[src/rtl/rel_alarm_pkg.sv]
package rel_alarm_pkg;
  // register offsets
  localparam logic [7:0] OFS_COUNT = 8'h0C;
  localparam logic [7:0] OFS_RUN   = 8'h14;
  localparam logic [7:0] OFS_IEN   = 8'h18;
  localparam logic [7:0] OFS_STAT  = 8'h1C;
  // bit positions inside the registers
  localparam int SEC_LSB  = 0;
  localparam int MIN_LSB  = 8;
  localparam int HR_LSB   = 16;
  localparam int DAY_LSB  = 21;
  localparam int RUN_BIT  = 8;
  localparam int IEN_BIT  = 0;
  localparam int PEND_BIT = 0;
  // field moduli
  localparam int SEC_MOD = 60;
  localparam int MIN_MOD = 60;
  localparam int HR_MOD  = 24;
endpackage

[src/rtl/rel_alarm_count.sv]
module rel_alarm_count #(
  parameter int DAY_W   = 8,
  parameter int SEC_MOD = 60,
  parameter int MIN_MOD = 60,
  parameter int HR_MOD  = 24,
  localparam int SEC_W  = $clog2(SEC_MOD),
  localparam int MIN_W  = $clog2(MIN_MOD),
  localparam int HR_W   = $clog2(HR_MOD)
) (
  input  logic             clk_i,
  input  logic             rst_i,
  input  logic             tick_i,
  input  logic             run_i,
  input  logic             load_i,
  input  logic [SEC_W-1:0] ld_sec_i,
  input  logic [MIN_W-1:0] ld_min_i,
  input  logic [HR_W-1:0]  ld_hr_i,
  input  logic [DAY_W-1:0] ld_day_i,
  output logic [SEC_W-1:0] sec_o,
  output logic [MIN_W-1:0] min_o,
  output logic [HR_W-1:0]  hr_o,
  output logic [DAY_W-1:0] day_o,
  output logic             hit_o
);
  logic [SEC_W-1:0] sec_q, sec_n;
  logic [MIN_W-1:0] min_q, min_n;
  logic [HR_W-1:0]  hr_q,  hr_n;
  logic [DAY_W-1:0] day_q, day_n;
  logic is_zero, at_one, dec_en;
  logic borrow_min, borrow_hr, borrow_day;

  assign is_zero = (sec_q == '0) && (min_q == '0) && (hr_q == '0) && (day_q == '0);
  assign at_one  = (sec_q == SEC_W'(1)) && (min_q == '0) && (hr_q == '0) && (day_q == '0);
  assign dec_en  = tick_i && run_i && !is_zero;

  // borrow chain: each field wraps to its top value when it underflows
  always_comb begin
    borrow_min = (sec_q == '0);
    borrow_hr  = borrow_min && (min_q == '0);
    borrow_day = borrow_hr && (hr_q == '0);
    sec_n = (sec_q == '0) ? SEC_W'(SEC_MOD - 1) : sec_q - SEC_W'(1);
    min_n = min_q;
    hr_n  = hr_q;
    day_n = day_q;
    if (borrow_min) min_n = (min_q == '0) ? MIN_W'(MIN_MOD - 1) : min_q - MIN_W'(1);
    if (borrow_hr)  hr_n  = (hr_q == '0) ? HR_W'(HR_MOD - 1) : hr_q - HR_W'(1);
    if (borrow_day) day_n = day_q - DAY_W'(1);
  end

  always_ff @(posedge clk_i) begin
    if (rst_i) begin
      sec_q <= '0; min_q <= '0; hr_q <= '0; day_q <= '0;
    end else if (load_i) begin
      sec_q <= ld_sec_i; min_q <= ld_min_i; hr_q <= ld_hr_i; day_q <= ld_day_i;
    end else if (dec_en) begin
      sec_q <= sec_n; min_q <= min_n; hr_q <= hr_n; day_q <= day_n;
    end
  end

  assign hit_o = dec_en && at_one && !load_i;
  assign sec_o = sec_q;
  assign min_o = min_q;
  assign hr_o  = hr_q;
  assign day_o = day_q;

  // count holds without an enabled tick
  p_hold_r3: assert property (@(posedge clk_i) disable iff (rst_i)
    (!load_i && !(tick_i && run_i)) |=> $stable({day_q, hr_q, min_q, sec_q}));
  // nonzero seconds drop by one
  p_dec_r3: assert property (@(posedge clk_i) disable iff (rst_i)
    (!load_i && tick_i && run_i && sec_q != '0) |=> sec_q == $past(sec_q) - SEC_W'(1));
  // seconds wrap on borrow
  p_borrow_r4: assert property (@(posedge clk_i) disable iff (rst_i)
    (!load_i && tick_i && run_i && sec_q == '0 && !is_zero) |=> sec_q == SEC_W'(SEC_MOD - 1));
  // counter parks at zero
  p_stop_r5: assert property (@(posedge clk_i) disable iff (rst_i)
    (!load_i && is_zero) |=> (sec_q == '0 && min_q == '0 && hr_q == '0 && day_q == '0));
  // a load wins over a decrement
  p_load_r11: assert property (@(posedge clk_i) disable iff (rst_i)
    load_i |=> (sec_q == $past(ld_sec_i) && day_q == $past(ld_day_i)));
endmodule

[src/rtl/rel_alarm_irq.sv]
module rel_alarm_irq (
  input  logic clk_i,
  input  logic rst_i,
  input  logic set_i,
  input  logic clr_i,
  input  logic ien_i,
  output logic pend_o,
  output logic irq_o
);
  logic pend_q;

  always_ff @(posedge clk_i) begin
    if (rst_i)      pend_q <= 1'b0;
    else if (set_i) pend_q <= 1'b1;
    else if (clr_i) pend_q <= 1'b0;
  end

  assign pend_o = pend_q;
  assign irq_o  = pend_q & ien_i;

  // a set beats a clear in the same cycle
  p_set_r8: assert property (@(posedge clk_i) disable iff (rst_i) set_i |=> pend_q);
  // a clear alone drops the flag
  p_clr_r6: assert property (@(posedge clk_i) disable iff (rst_i)
    (clr_i && !set_i) |=> !pend_q);
  // flag holds when neither event occurs
  p_keep_r5: assert property (@(posedge clk_i) disable iff (rst_i)
    (!set_i && !clr_i) |=> $stable(pend_q));
endmodule

[src/rtl/rel_alarm_regs.sv]
module rel_alarm_regs
  import rel_alarm_pkg::*;
#(
  parameter int DATA_W = 32,
  parameter int ADDR_W = 8,
  parameter int DAY_W  = 8,
  parameter int SEC_W  = 6,
  parameter int MIN_W  = 6,
  parameter int HR_W   = 5
) (
  input  logic              clk_i,
  input  logic              rst_i,
  input  logic              wr_en_i,
  input  logic              rd_en_i,
  input  logic [ADDR_W-1:0] addr_i,
  input  logic [DATA_W-1:0] wdata_i,
  input  logic [SEC_W-1:0]  sec_i,
  input  logic [MIN_W-1:0]  min_i,
  input  logic [HR_W-1:0]   hr_i,
  input  logic [DAY_W-1:0]  day_i,
  input  logic              pend_i,
  output logic              load_o,
  output logic [SEC_W-1:0]  ld_sec_o,
  output logic [MIN_W-1:0]  ld_min_o,
  output logic [HR_W-1:0]   ld_hr_o,
  output logic [DAY_W-1:0]  ld_day_o,
  output logic              clr_o,
  output logic              run_o,
  output logic              ien_o,
  output logic [DATA_W-1:0] rdata_o
);
  logic sel_cnt, sel_run, sel_ien, sel_stat;
  logic run_q, ien_q;
  logic [DATA_W-1:0] rd_mux, rdata_q;
  logic unused_wdata;

  assign sel_cnt  = (addr_i == ADDR_W'(OFS_COUNT));
  assign sel_run  = (addr_i == ADDR_W'(OFS_RUN));
  assign sel_ien  = (addr_i == ADDR_W'(OFS_IEN));
  assign sel_stat = (addr_i == ADDR_W'(OFS_STAT));

  assign load_o   = wr_en_i && sel_cnt;
  assign ld_sec_o = wdata_i[SEC_LSB +: SEC_W];
  assign ld_min_o = wdata_i[MIN_LSB +: MIN_W];
  assign ld_hr_o  = wdata_i[HR_LSB  +: HR_W];
  assign ld_day_o = wdata_i[DAY_LSB +: DAY_W];
  assign clr_o    = wr_en_i && sel_stat && wdata_i[PEND_BIT];
  assign unused_wdata = ^wdata_i;

  always_ff @(posedge clk_i) begin
    if (rst_i) begin
      run_q <= 1'b0;
      ien_q <= 1'b0;
    end else if (wr_en_i) begin
      if (sel_run) run_q <= wdata_i[RUN_BIT];
      if (sel_ien) ien_q <= wdata_i[IEN_BIT];
    end
  end

  always_comb begin
    rd_mux = '0;
    if (sel_cnt) begin
      rd_mux[SEC_LSB +: SEC_W] = sec_i;
      rd_mux[MIN_LSB +: MIN_W] = min_i;
      rd_mux[HR_LSB  +: HR_W]  = hr_i;
      rd_mux[DAY_LSB +: DAY_W] = day_i;
    end
    if (sel_run)  rd_mux[RUN_BIT]  = run_q;
    if (sel_ien)  rd_mux[IEN_BIT]  = ien_q;
    if (sel_stat) rd_mux[PEND_BIT] = pend_i;
  end

  always_ff @(posedge clk_i) begin
    if (rst_i)        rdata_q <= '0;
    else if (rd_en_i) rdata_q <= rd_mux;
  end

  assign run_o   = run_q;
  assign ien_o   = ien_q;
  assign rdata_o = rdata_q;

  // enable registers follow their write bits
  p_run_wr_r10: assert property (@(posedge clk_i) disable iff (rst_i)
    (wr_en_i && sel_run) |=> run_q == $past(wdata_i[RUN_BIT]));
  // read data only moves on a read strobe
  p_rd_hold_r1: assert property (@(posedge clk_i) disable iff (rst_i)
    !rd_en_i |=> $stable(rdata_q));
endmodule

[src/rtl/rel_alarm.sv]
module rel_alarm
  import rel_alarm_pkg::*;
#(
  parameter int DATA_W = 32,
  parameter int ADDR_W = 8,
  parameter int DAY_W  = 8
) (
  input  logic              clk_i,
  input  logic              rst_i,
  input  logic              tick_i,
  input  logic              wr_en_i,
  input  logic              rd_en_i,
  input  logic [ADDR_W-1:0] addr_i,
  input  logic [DATA_W-1:0] wdata_i,
  output logic [DATA_W-1:0] rdata_o,
  output logic              irq_o
);
  localparam int SEC_W = $clog2(SEC_MOD);
  localparam int MIN_W = $clog2(MIN_MOD);
  localparam int HR_W  = $clog2(HR_MOD);

  logic             load, clr, run, ien, hit, pend;
  logic [SEC_W-1:0] ld_sec, sec;
  logic [MIN_W-1:0] ld_min, min;
  logic [HR_W-1:0]  ld_hr, hr;
  logic [DAY_W-1:0] ld_day, day;

  rel_alarm_regs #(
    .DATA_W(DATA_W), .ADDR_W(ADDR_W), .DAY_W(DAY_W),
    .SEC_W(SEC_W), .MIN_W(MIN_W), .HR_W(HR_W)
  ) regs_i (
    .clk_i(clk_i), .rst_i(rst_i), .wr_en_i(wr_en_i), .rd_en_i(rd_en_i),
    .addr_i(addr_i), .wdata_i(wdata_i),
    .sec_i(sec), .min_i(min), .hr_i(hr), .day_i(day), .pend_i(pend),
    .load_o(load), .ld_sec_o(ld_sec), .ld_min_o(ld_min), .ld_hr_o(ld_hr),
    .ld_day_o(ld_day), .clr_o(clr), .run_o(run), .ien_o(ien), .rdata_o(rdata_o)
  );

  rel_alarm_count #(
    .DAY_W(DAY_W), .SEC_MOD(SEC_MOD), .MIN_MOD(MIN_MOD), .HR_MOD(HR_MOD)
  ) count_i (
    .clk_i(clk_i), .rst_i(rst_i), .tick_i(tick_i), .run_i(run), .load_i(load),
    .ld_sec_i(ld_sec), .ld_min_i(ld_min), .ld_hr_i(ld_hr), .ld_day_i(ld_day),
    .sec_o(sec), .min_o(min), .hr_o(hr), .day_o(day), .hit_o(hit)
  );

  rel_alarm_irq irq_i (
    .clk_i(clk_i), .rst_i(rst_i), .set_i(hit), .clr_i(clr), .ien_i(ien),
    .pend_o(pend), .irq_o(irq_o)
  );

  // interrupt only with both flag and enable
  p_irq_gate_r7: assert property (@(posedge clk_i) disable iff (rst_i)
    irq_o |-> (pend && ien));
endmodule

[config.mk]
export PLATFORM = sky130hd
export DESIGN_NAME = rel_alarm
export DESIGN_NICKNAME = d
export VERILOG_FILES = /design/src/rtl/rel_alarm_pkg.sv /design/src/rtl/rel_alarm_count.sv /design/src/rtl/rel_alarm_irq.sv /design/src/rtl/rel_alarm_regs.sv /design/src/rtl/rel_alarm.sv
export SDC_FILE = /design/constraint.sdc
export NUM_CORES = 1
export LEC_CHECK = 0
export ABC_AREA = 1
export BUFFER_PORTS_ARGS = -buffer_cell sky130_fd_sc_hd__buf_4
export CAP_MARGIN = 20
export CORE_MARGIN = 2
export CORE_UTILIZATION = 25
export CTS_CLUSTER_SIZE = 20
export DETAILED_ROUTE_END_ITERATION = 10
export PLACE_DENSITY = 0.53
export SYNTH_ARGS = -nofsm -noshare
export SYNTH_HDL_FRONTEND = slang
export SYNTH_HIERARCHICAL = 1
export SYNTH_SLANG_ARGS = --single-unit
[constraint.sdc]
create_clock -name clk_i -period 1.6 [get_ports clk_i]
set_input_delay 0.24 -clock clk_i [delete_from_list [all_inputs] [get_ports clk_i]]
set_output_delay 0.24 -clock clk_i [all_outputs]
set_load 0.02 [all_outputs]
==> results.sh <==
export IMPL_power_frac_seq=0.487
export IMPL_root_buffer="clkbuf_16"
export IMPL_nets=612
export IMPL_layout_common_cells="buf_4 (113), nand2_1 (95), nor2_1 (55)"
export IMPL_cts_htree_levels=2
export IMPL_slowest_stage="dfxtp_1"
export IMPL_via_per_inst=4.332
export IMPL_synth_seq_cells=53
export IMPL_start_util=0.2543
export IMPL_finalSetupViolations=0
export IMPL_gp_congestion=0.8814
export IMPL_clk_latency_ns=0.29
export IMPL_min_path_type="in2reg"
export IMPL_finalClockSkew_ns=0.007172
export IMPL_outcome="finished clean"
export IMPL_crit_family="simple AND/OR/NAND/NOR gates"
export IMPL_post_drt_wl_per_cell_um=12.26
export IMPL_p_switching_w=0.0007188
export IMPL_ys_types=32
export IMPL_drt_initial_drc_count=196
export IMPL_final_common_cell="buf_4"
export IMPL_rows=41
export IMPL_synth_area_top_cells="dfxtp_1 (33%), nand2_1 (11%), o21ai_0 (7.5%)"
export IMPL_place_hpwl_um=6645
export IMPL_arrival_ns=1.76
export IMPL_grt_pass1_wl_um=13620
export IMPL_areaGrowthSynthToFinish_pct=36.18
export IMPL_worstRegToRegCells=8
export IMPL_crit_path_frequent_cell="nor2_1"
export IMPL_die_area_um2=13700
export IMPL_grt_pass1_vias=2862
export IMPL_slowest_delay_ns=0.34
export IMPL_avgSynthCellArea_um2=6.713
export IMPL_drt_pass1_iterations=4
export IMPL_die_h_um=117.1
export IMPL_io_pins=78
export IMPL_ir_drop_mv=0.5053
export IMPL_setup_worst_path_class="reg2reg"
export IMPL_fin_area_um2=4352
export IMPL_drtAntennaViolNets=0
export IMPL_slew_violations=0
export IMPL_n_antenna_cell=0
export IMPL_whs_ns=0.1857
export IMPL_post_route_util=0.3462
export IMPL_route_detailed_drc=0
export IMPL_crit_path_cell_trace="nor2_2, nand3_4, nor2_4, nand4_1, nand2_4, inv_4, nor2_1, nor2_1"
export IMPL_fin_crit_sh=0.9782
export IMPL_power_per_cell_area_nw_per_um2=644.7
export IMPL_wl_um=8972
export IMPL_power_leakage_nw=2.010
export IMPL_core_um2=12570
export IMPL_hold_violations=0
export IMPL_cp_required_ns=1.79
export IMPL_comb_power_share=0.118
export IMPL_internal_power_w=0.002087
export IMPL_grt_max_degree=51
export IMPL_globalRouteTotalUtil=0.1254
export IMPL_via_count=3171
export IMPL_netlist_area_leader_share=0.3320
export IMPL_syn_inst=476
export IMPL_cts_max_path_buffers=2
export IMPL_seq_area_frac_synth=0.3320
export IMPL_netlist_area_um2=3196
export IMPL_place_area_um2=3943
export IMPL_path_max_fanout=7
export IMPL_port_buffers=63
export IMPL_timing_final_crit_period_ns=1.565
export IMPL_drive_gt1_frac=0.3446
export IMPL_synth_top_area_cell="dfxtp_1"
export IMPL_die_w_um=117.1
export IMPL_critPathBufInv=1
export IMPL_path_depth=8
export IMPL_grt_overflow_total=0
export IMPL_cts_made_buffers=5
export IMPL_clock_sinks=53
export IMPL_cts_tree="yes"
export IMPL_antenna_found_initial=0
export IMPL_start_kind="register"
export IMPL_hold_depth=3
export IMPL_cap_viol_max_count=0
export IMPL_max_freq_mhz=639.0
export IMPL_grt_setup_unrepaired="yes"
export IMPL_switching_share=0.2562
export IMPL_clk_pin_slew_ns=0.07
export IMPL_clockPowerShare=0.395
export IMPL_yosysWarnings=6
export IMPL_crit_path_end_kind="register"
## final timing paths
path	start	end	slack [ns]
max	count_i/sec_o[5]	count_i/day_o[1]	0.03
min	wdata_i[8]	regs_i/run_o	0.19
max reg2reg	count_i/sec_o[5]	count_i/day_o[1]	0.03
min reg2reg	count_i/day_o[4]	count_i/day_o[4]	0.48
## final cells by class
type / instances / area (um2)
clock buffer: 5 / 125.1
clock inverter: 3 / 25.02
multi-input combinational: 338 / 1837
inverter: 44 / 170.2
sequential: 53 / 1069
tap: 172 / 215.2
fill: 1335 / 8217
timing repair buffer: 117 / 910.9
## tightest hold or removal path, cell delays in order
cell and delay, ns:
buf_4 0.09, nor2_1 0.04, nor2_1 0.08
## metal layers
metal | vias to the layer above | GRT usage | wire [um]
li1 | 1656 | - | -
met1 | 1448 | 0.1697 | 4192
met2 | 63 | 0.2104 | 4321
met3 | 4 | 0.01905 | 391
met4 | 0 | 0.03059 | 68
met5 | - | 0 | 0
## repair_timing
action | CTS | global route
hold buffers | 0 | 0
resized for setup | 0 | 52
buffers inserted | 0 | 7
endpoints found under the hold margin | 0 | 0
setup endpoints to repair | 0 | 25
## kinds of logic after synthesis
kind of cell             after synthesis  synth area share
AO/OA/AOI/OAI                         93            0.1523
XOR/XNOR                               6           0.01645
adder cells (fa/ha/maj)                8           0.03132
buffers and inverters                 94            0.1594
flip-flops                            53            0.3320
other                                  1          0.001174
AND/OR/NAND/NOR                      221            0.3074
## state kept, by name (all words and copies together), names as in the netlist
name / count
count_i/day_o: 8
count_i/hr_o: 5
count_i/min_o: 6
count_i/sec_o: 6
irq_i/pend_o: 1
regs_i/ien_o: 1
regs_i/rdata_o: 25
regs_i/run_o: 1
## through the flow
stage	std cells	setup TNS, ns	setup slack (ns)	power, W
floorplan	482	0	0.05265	0.001609
global placement	714	-0.4639	-0.07623	0.001717
detailed placement	714	-0.5981	-0.08372	0.001721
CTS	722	0	0.007099	0.002851
global route	732	-0.7729	-0.06221	0.002940
finish	732	0	0.03494	0.002806
## power groups by stage
stage / Clock (W) / Combinational [W] / Sequential (W)
final: 0.00111 / 0.000332 / 0.00137
after global routing: 0.00121 / 0.000363 / 0.00137
after CTS: 0.00116 / 0.000323 / 0.00137
after detailed placement: 0 / 0.000323 / 0.00140
after global placement: 0 / 0.000320 / 0.00140
after floorplan: 0 / 0.000177 / 0.00143
## synthesized netlist by cell type, drive strengths merged
library cell and number:
nand2 109, nor2 67, dfxtp 53, o21ai 48
inv 44, a21oi 39, buf 37, nand3 33
clkbuf 13, ha 8, nor3 5, nand4 3
o22ai 3, xnor2 3, xor2 3, nand3b 2
or2 2, a22oi 1, a31oi 1, conb 1
o31ai 1
No activity file was read; power rests on OpenSTA's default activity.
